[src/rtl/accu_alu_pkg.sv]
package accu_alu_pkg;
  typedef enum logic [1:0] {
    FN_LOAD  = 2'd0,
    FN_ADD   = 2'd1,
    FN_XOR   = 2'd2,
    FN_LOGIC = 2'd3
  } aluFn_e;

  typedef struct packed {
    logic writeEn;
    logic invert;
    logic carry;
    logic selLoad;
    logic selAdd;
    logic selXor;
    logic selAnd;
    logic selOr;
  } aluStrobe_t;
endpackage

[src/rtl/accu_alu_ctrl.sv]
module accu_alu_ctrl
  import accu_alu_pkg::*;
(
  input  logic       clk,
  input  logic       rstN,
  input  logic       loadEn,
  input  logic [1:0] fnSel,
  input  logic       carryIn,
  input  logic       invertOp,
  output aluStrobe_t strobe
);
  aluFn_e fnCode;
  assign fnCode = aluFn_e'(fnSel);

  always_comb begin
    strobe = '0;
    strobe.writeEn = loadEn;
    strobe.invert  = invertOp;
    strobe.carry   = carryIn & (fnCode == FN_ADD);
    unique case (fnCode)
      FN_LOAD:  strobe.selLoad = 1'b1;
      FN_ADD:   strobe.selAdd  = 1'b1;
      FN_XOR:   strobe.selXor  = 1'b1;
      FN_LOGIC: begin
        strobe.selAnd = ~carryIn;
        strobe.selOr  = carryIn;
      end
      default:  strobe.selLoad = 1'b1;
    endcase
  end

  // exactly one function path selected per load
  p_one_function_r7: assert property (@(posedge clk) disable iff (!rstN)
    loadEn |-> $countones({strobe.selLoad, strobe.selAdd, strobe.selXor,
                           strobe.selAnd, strobe.selOr}) == 1);
endmodule

[src/rtl/accu_alu_datapath.sv]
module accu_alu_datapath
  import accu_alu_pkg::*;
#(
  parameter int WIDTH = 16
) (
  input  logic             clk,
  input  logic             rstN,
  input  aluStrobe_t       strobe,
  input  logic [WIDTH-1:0] busIn,
  output logic [WIDTH-1:0] accOut,
  output logic             carryOut,
  output logic             ovflOut
);
  localparam int MSB = WIDTH - 1;

  logic [WIDTH-1:0] acc, operand, sum, logicRes, nextAcc;
  logic [WIDTH:0]   carryChain;
  logic             cyReg, ovReg, nextCy, nextOv;

  assign operand = strobe.invert ? ~busIn : busIn;

  assign carryChain[0] = strobe.carry;
  generate
    for (genvar i = 0; i < WIDTH; i++) begin : g_bit
      assign sum[i] = acc[i] ^ operand[i] ^ carryChain[i];
      assign carryChain[i+1] = (acc[i] & operand[i]) |
                               (carryChain[i] & (acc[i] ^ operand[i]));
    end
  endgenerate

  always_comb begin
    logicRes = '0;
    if (strobe.selXor) logicRes = acc ^ operand;
    if (strobe.selAnd) logicRes = acc & operand;
    if (strobe.selOr)  logicRes = acc | operand;
  end

  always_comb begin
    nextAcc = logicRes;
    nextCy  = 1'b0;
    nextOv  = 1'b0;
    if (strobe.selLoad) nextAcc = operand;
    if (strobe.selAdd) begin
      nextAcc = sum;
      nextCy  = carryChain[WIDTH];
      nextOv  = (acc[MSB] == operand[MSB]) && (sum[MSB] != acc[MSB]);
    end
  end

  always_ff @(posedge clk) begin
    if (!rstN) begin
      acc   <= '0;
      cyReg <= 1'b0;
      ovReg <= 1'b0;
    end else if (strobe.writeEn) begin
      acc   <= nextAcc;
      cyReg <= nextCy;
      ovReg <= nextOv;
    end
  end

  assign accOut   = acc;
  assign carryOut = cyReg;
  assign ovflOut  = ovReg;

  // register and flags hold while not loading
  p_hold_r10: assert property (@(posedge clk) disable iff (!rstN)
    !strobe.writeEn |=> $stable(acc) && $stable(cyReg) && $stable(ovReg));
  // non-add loads clear carry and overflow
  p_clear_flags_r8: assert property (@(posedge clk) disable iff (!rstN)
    strobe.writeEn && !strobe.selAdd |=> !cyReg && !ovReg);
  // load copies the operand
  p_load_copy_r2: assert property (@(posedge clk) disable iff (!rstN)
    strobe.writeEn && strobe.selLoad |=> acc == $past(operand));
  // overflow only possible with equal operand signs
  p_no_overflow_r5: assert property (@(posedge clk) disable iff (!rstN)
    strobe.writeEn && strobe.selAdd && (acc[MSB] != operand[MSB]) |=> !ovReg);
endmodule

[src/rtl/accu_alu_unit.sv]
module accu_alu_unit
  import accu_alu_pkg::*;
#(
  parameter int WIDTH = 16
) (
  input  logic             clk,
  input  logic             rstN,
  input  logic             loadEn,
  input  logic             driveEn,
  input  logic [WIDTH-1:0] busIn,
  input  logic [1:0]       fnSel,
  input  logic             carryIn,
  input  logic             invertOp,
  output logic [WIDTH-1:0] busOut,
  output logic             busOe,
  output logic             flagCarry,
  output logic             flagOvfl,
  output logic             flagZero
);
  aluStrobe_t       strobe;
  logic [WIDTH-1:0] accVal;

  accu_alu_ctrl u_ctrl (
    .clk(clk), .rstN(rstN), .loadEn(loadEn), .fnSel(fnSel),
    .carryIn(carryIn), .invertOp(invertOp), .strobe(strobe)
  );

  accu_alu_datapath #(.WIDTH(WIDTH)) u_dp (
    .clk(clk), .rstN(rstN), .strobe(strobe), .busIn(busIn),
    .accOut(accVal), .carryOut(flagCarry), .ovflOut(flagOvfl)
  );

  assign flagZero = (accVal == '0);
  assign busOut   = driveEn ? accVal : '0;
  assign busOe    = driveEn;

  // bus output is quiet when not the source
  p_quiet_bus_r11: assert property (@(posedge clk) disable iff (!rstN)
    !busOe |-> busOut == '0);
  // zero flag agrees with the driven value
  p_zero_flag_r9: assert property (@(posedge clk) disable iff (!rstN)
    busOe |-> flagZero == (busOut == '0));
endmodule

[config.mk]
export PLATFORM = sky130hd
export DESIGN_NAME = accu_alu_unit
export DESIGN_NICKNAME = d
export VERILOG_FILES = /design/src/rtl/accu_alu_pkg.sv /design/src/rtl/accu_alu_ctrl.sv /design/src/rtl/accu_alu_datapath.sv /design/src/rtl/accu_alu_unit.sv
export SDC_FILE = /design/constraint.sdc
export NUM_CORES = 1
export LEC_CHECK = 0
export BUFFER_PORTS_ARGS = -buffer_cell sky130_fd_sc_hd__buf_4
export CORE_MARGIN = 4
export CORE_UTILIZATION = 30
export DETAILED_ROUTE_END_ITERATION = 7
export PLACE_DENSITY = 0.46
export SLEW_MARGIN = 5
export SYNTH_ARGS = -nofsm -noshare
export SYNTH_HDL_FRONTEND = slang
export SYNTH_SLANG_ARGS = --single-unit
[constraint.sdc]
create_clock -name clk -period 9.64 [get_ports clk]
set_input_delay 0 -clock clk [delete_from_list [all_inputs] [get_ports clk]]
set_output_delay 0 -clock clk [all_outputs]
set_load 0.03 [all_outputs]
# Word-level counts from Yosys, hierarchy flattened
# Index checks and enable logic that the tools add are counted.
# totals
word_cells,110
input_bits,24
register_bits,18
# op_classes
n_mux,13
n_bitwise,86
reduce_logical,3
eq_ne,5
# ops
cell,count
$mux W16,7
$and A1 B1 Y1,33
$xor A1 B1 Y1,32
$and A16 B16 Y16,1
$logic_not A16 Y1,1
$not A16 Y16,1
$or A1 B1 Y1,16
$or A16 B16 Y16,1
$xor A16 B16 Y16,1
$mux W1,5
$eq A2 B2 Y1 const B,2
$eq A2 B1 Y1 const B,1
$logic_not A2 Y1,1
$mux W2,1
$eq A1 B1 Y1,1
$logic_and A1 B1 Y1,1
$ne A1 B1 Y1,1
$not A1 Y1,1

# Depth between registers and ports, before layout
# logic_depth
depth_word,37
mapped_depth,26
depth_no_buf,24

# Hierarchy
# From an unflattened synthesis, not the netlist that was laid out.
# unflattened
hier_cells,291
area_unflattened_um2,2651.3
# modules_own_cells
module,seq_area_each_um2,cells_per_inst,n_inst,area_per_inst_um2
accu_alu_datapath,360.3,260,1,2448.6
accu_alu_unit,0.0,23,1,147.6
accu_alu_ctrl,0.0,8,1,55.1

# Worst setup path after synthesis
# Ideal clock, no wire load.
# synth_path
kind,input to register
start,input fnSel[0]
end,register u_dp.ovReg (netlist: u_dp.ovflOut)
arrival_ns,7.471
setup_time_ns,0.116
path_stages,26
t_required_ns,9.524
path_slack_ns,2.053
path_buffers,2
cell_sequence,buf_2 > nor2b_1 > buf_2 > nand2_1 > fa_1 > fa_1 > fa_1 > fa_1 > fa_1 > fa_1 > fa_1 > fa_1 > fa_1 > fa_1 > fa_1 > fa_1 > fa_1 > inv_1 > fa_1 > inv_1 > fa_1 > fa_1 > xor2_1 > nor3_1 > mux2i_1 > nor2b_1
# synth_via
elab_chain_len,36
word_cells_on_any_way,37
classes_between,2 x eq/ne; 2 x mux; 32 x bitwise; 1 x reduce/logical
# synth_rtl
item,line_no,rtl
"start, declared",accu_alu_unit.sv:11,"input logic [1:0] fnSel,"
$eq A2 B1 Y1 (*),"accu_alu_ctrl.sv:19, accu_alu_ctrl.sv:20",
$and A1 B1 Y1,accu_alu_ctrl.sv:19,strobe.carry = carryIn & (fnCode == FN_ADD);
$and A1 B1 Y1,accu_alu_datapath.sv:27,(carryChain[i] & (acc[i] ^ operand[i]));
$or A1 B1 Y1,accu_alu_datapath.sv:26,assign carryChain[i+1] = (acc[i] & operand[i]) |
$and A1 B1 Y1,accu_alu_datapath.sv:27,
$or A1 B1 Y1,accu_alu_datapath.sv:26,
$and A1 B1 Y1,accu_alu_datapath.sv:27,
$or A1 B1 Y1,accu_alu_datapath.sv:26,
(+20 left out),-,
$and A1 B1 Y1,accu_alu_datapath.sv:27,
$or A1 B1 Y1,accu_alu_datapath.sv:26,
$and A1 B1 Y1,accu_alu_datapath.sv:27,
$or A1 B1 Y1,accu_alu_datapath.sv:26,
$xor A1 B1 Y1,accu_alu_datapath.sv:25,assign sum[i] = acc[i] ^ operand[i] ^ carryChain[i];
$ne A1 B1 Y1,accu_alu_datapath.sv:46,nextOv = (acc[MSB] == operand[MSB]) && (sum[MSB] != acc[MSB]);
$logic_and A1 B1 Y1,accu_alu_datapath.sv:46,
$mux W1 (*),accu_alu_datapath.sv:43,if (strobe.selAdd) begin
"end signal, assigned",accu_alu_datapath.sv:58,ovReg <= nextOv;
"end, declared",accu_alu_datapath.sv:18,"logic cyReg, ovReg, nextCy, nextOv;"
# Every way passes the cells marked *; elsewhere a longest branch is shown, timed or not.
# A chain may end at the register's enable or synchronous reset.

# Final worst setup path
# layout_path
start,register u_dp.acc[0] (netlist: u_dp.accOut[0])
end,register u_dp.ovReg (netlist: u_dp.ovflOut)
# layout_via
elab_chain_len,35
word_cells_on_any_way,36
classes_between,1 x eq/ne; 1 x mux; 33 x bitwise; 1 x reduce/logical
# layout_rtl
item,line_no,rtl
"start, declared",accu_alu_datapath.sv:16,"logic [WIDTH-1:0] acc, operand, sum, logicRes, nextAcc;"
"start signal, assigned",accu_alu_datapath.sv:56,acc <= nextAcc;
$xor A1 B1 Y1,accu_alu_datapath.sv:27,
$and A1 B1 Y1,accu_alu_datapath.sv:27,
$or A1 B1 Y1 (*),accu_alu_datapath.sv:26,
$and A1 B1 Y1 (*),accu_alu_datapath.sv:27,
$or A1 B1 Y1 (*),accu_alu_datapath.sv:26,
$and A1 B1 Y1 (*),accu_alu_datapath.sv:27,
$or A1 B1 Y1 (*),accu_alu_datapath.sv:26,
$and A1 B1 Y1 (*),accu_alu_datapath.sv:27,
(+19 left out),-,
$and A1 B1 Y1 (*),accu_alu_datapath.sv:27,
$or A1 B1 Y1 (*),accu_alu_datapath.sv:26,
$and A1 B1 Y1 (*),accu_alu_datapath.sv:27,
$or A1 B1 Y1 (*),accu_alu_datapath.sv:26,
$xor A1 B1 Y1 (*),accu_alu_datapath.sv:25,
$ne A1 B1 Y1 (*),accu_alu_datapath.sv:46,
$logic_and A1 B1 Y1 (*),accu_alu_datapath.sv:46,
$mux W1 (*),accu_alu_datapath.sv:43,
# Marks and branches as above.

==> reports/metrics.yaml <==
power:
  p_comb_share_pct: 48.4
  power_uw: 296.8
  power_density_mw_per_mm2: 106.4
  p_int_uw: 172.0
  swShare_pct: 42.03
  p_leak_nw: 1.290
  power_frac_clock_pct: 20.4
  share_seq_of_total_power_pct: 31.3
  p_sw_uw: 124.7
  vdd_drop_max_v: 0.00004291
route:
  drtIter0Drc: 86
  drt-wirelength-per-cell_um: 15.68
  remaining_drc_errors: 0
  dr.pass1.iters: 4
  drtAntennaViolNets: 0
  via_per_inst: 4.805
  routed_wl_um: 6444
  vias: 1975
floorplanning:
  die_h_um: 97.63
  start_util_pct: 31.02
  die-area_sq_mm: 0.009531
  io_pins: 44
  row_count: 32
  core_sq_mm: 0.007767
  fp.dieW_um: 97.63
hold_path:
  min_from: "rstN"
  min_path_cells: 2
  min_to: "u_dp.accOut[8]"
  min_path_type: "in2reg"
clocking:
  postCtsSetupBuffers: 0
  cts_max_level: 1
  cts_sinks: 18
  cts_resized: 0
  cts_hold_buf: 0
  clk_latency_ns: 0.27
  clock_path_buffers: 2
  cts_root_buf: "clkbuf_8"
  numCtsBuffers: 3
  cts_tree: "built"
  clk_pin_slew_worst_paths_ns: 0.09
placement:
  dp_slack_ns: 1.507
  numPortBuffers: 43
  routabilityCongestion: 0.7497
  placed_cells: 408
  dp_hpwl_um: 4724
  placedInstanceArea_sq_mm: 0.002748
setup_path:
  crit_top_cell: "fa_1"
  critPathArrivalTime_ns: 8.11
  crit_path_max_fanout: 5
  crit_chain: "inv_1 -> fa_1 -> fa_1 -> fa_1 -> fa_1 -> fa_1 -> fa_1 -> fa_1 -> fa_1 -> fa_1 -> fa_1 -> fa_1 -> fa_1 -> fa_1 -> inv_1 -> fa_1 -> inv_1 -> fa_1 -> fa_1 -> xor2_1 -> nor3_1 -> mux2i_1 -> nor2b_1"
  startpoint_type: "register"
  slowest_delay_ns: 0.54
  cp_slowest_cell: "fa_1"
  required_ns: 9.80
  reg2reg_slack_ns: 1.70
  rr_endpoint: "u_dp.ovflOut"
  rr_startpoint: "u_dp.accOut[0]"
  crit_type: "reg2reg"
  cp-end-kind: "register"
  reg2reg_depth: 23
grt:
  grt_pass1_vias: 2012
  met2_usage_pct: 22.93
  groute.usage.overall_pct: 13.73
  grt_pass1_wl_um: 10490
  grt_antenna_before_repair: 0
  grt_use_met1_pct: 18.31
  grt_max_degree: 29
  grt_use_met3_pct: 2.082
  top_usage_layer: "met2"
  overflow: 0
logic_synthesis:
  syn_inst: 282
  synth_cell_types: 32
  ys_seq_area_share_pct: 14.95
  netlist_area_sq_mm: 0.002410
  synthesis.nets: 354
  yosys_register_bits: 18
  postSynthAreaPerCell_sq_um: 8.545
  ys_warn_count: 0
layout:
  final_layout_size_suffix_gt1_share_pct: 19.74
  final_cells: 411
  layout_commonest_cell: "buf_4"
  final_nets: 383
  areaGrowthSynthToFinish_pct: 15.73
  final_cell_mix: "buf_4 (44), inv_1 (40), ha_1 (32)"
  antenna_cells: 0
  final_cell_area_sq_mm: 0.002789
  final_core_util_pct: 35.91
sta:
  skew_ns: 0.006514
  fmax_mhz: 125.9
  whs_ns: 0.07099
  period_minus_slack_ns: 7.944
  period_share_pct: 82.41
  tightest_slew_ns: 0.8740
  setup_tns_ns: 0
  slew_headroom_pct: 41.52
  rsz0062_at_grt: "false"
  layout_setup_ws_ns: 1.696
  setup_viol: 0
  drv_slew: 0
  hold_violations: 0
job:
  cap_violations: 0
outcome:
  status: "finished clean"
-- cells in the mapped netlist (all sizes together) --
master   n  area [sq um]
nand3b   1         7.510
xnor2    9         138.9
nand2   17         63.81
inv     40         150.1
and2    18         112.6
a221oi   1         8.760
ha      32         400.4
a22o     3         26.28
nor3     1         5.000
clkbuf   7         28.78
dfxtp   18         360.4
mux2i    7         70.07
o21ai   30         150.1
o22a     1         8.760
nor4     4         25.02
a21oi   16         80.08
a32o     6         60.06
fa      16         320.3
buf     13         91.33
nor2b    4         25.02
a22oi    9         67.56
xor2     8         70.07
o221ai   1         8.760
nand2b   2         12.51
and4     1         8.760
nor2    11         41.29
o221a    6         67.56
-- worst max-delay path, delay by kind of cell, from the launching register on --
family,cells,cell delay (ns)
flip-flops,1,0.44
multiplexers,1,0.15
adder cells (fa/ha/maj),16,6.71
buffers and inverters,3,0.25
XOR/XNOR,1,0.15
AND/OR/NAND/NOR,2,0.12
-- state kept, by name, indices dropped and copies added (netlist names) --
signal         flops
u_dp.accOut       16
u_dp.ovflOut       1
u_dp.carryOut      1
-- metal layers --
metal | wire [um] | part of all wire, % | vias to the layer above
met4 | 93 | 1.4 | 0
met2 | 3027 | 47 | 38
met1 | 3103 | 48 | 936
met5 | 0 | 0 | -
met3 | 218 | 3.4 | 7
li1 | - | - | 994
-- cell families (layout without fill, tap and decap cells) --
kind of cell	count (synthesis)	in the layout	share of synthesized area, %
xor gates and xnor gates	17	17	8.671
and+or+nand+nor	59	59	12.51
AOI/OAI and AO/OA	73	73	19.83
muxes	7	7	2.908
adders and majority gates	48	48	29.91
buffers and inverters	60	87	11.21
DFF	18	18	14.95
-- worst max-delay path by stage --
| stage | from | to | slack [ns] | cells past startpoint |
|---|---|---|---|---|
| floorplan | fnSel[0] | u_dp.ovflOut | 2.05 | 26 |
| global placement | invertOp | u_dp.ovflOut | 1.66 | 25 |
| detailed placement | invertOp | u_dp.ovflOut | 1.51 | 25 |
| CTS | u_dp.accOut[0] | u_dp.ovflOut | 1.61 | 23 |
| global route | u_dp.accOut[0] | u_dp.ovflOut | 1.25 | 23 |
| finish | u_dp.accOut[0] | u_dp.ovflOut | 1.70 | 23 |
-- final cells by class --
cell class,count,area [sq um]
Multi-Input combinational cell,204,1779
Tap cell,102,127.6
Sequential cell,18,360.3
Inverter,40,150.1
Timing Repair Buffer,44,330.3
Clock buffer,3,41.29
Fill cell,843,4979
-- power by group through the flow --
stage                     Combinational [mW]  Sequential (mW)  Clock [mW]
after global routing                   0.165           0.0940      0.0652
after detailed placement               0.146           0.0945           0
after CTS                              0.147           0.0928      0.0625
final                                  0.144           0.0928      0.0604
after global placement                 0.145           0.0950           0
after floorplan                        0.107           0.0904           0
No activity file was read; power rests on OpenSTA's default activity.
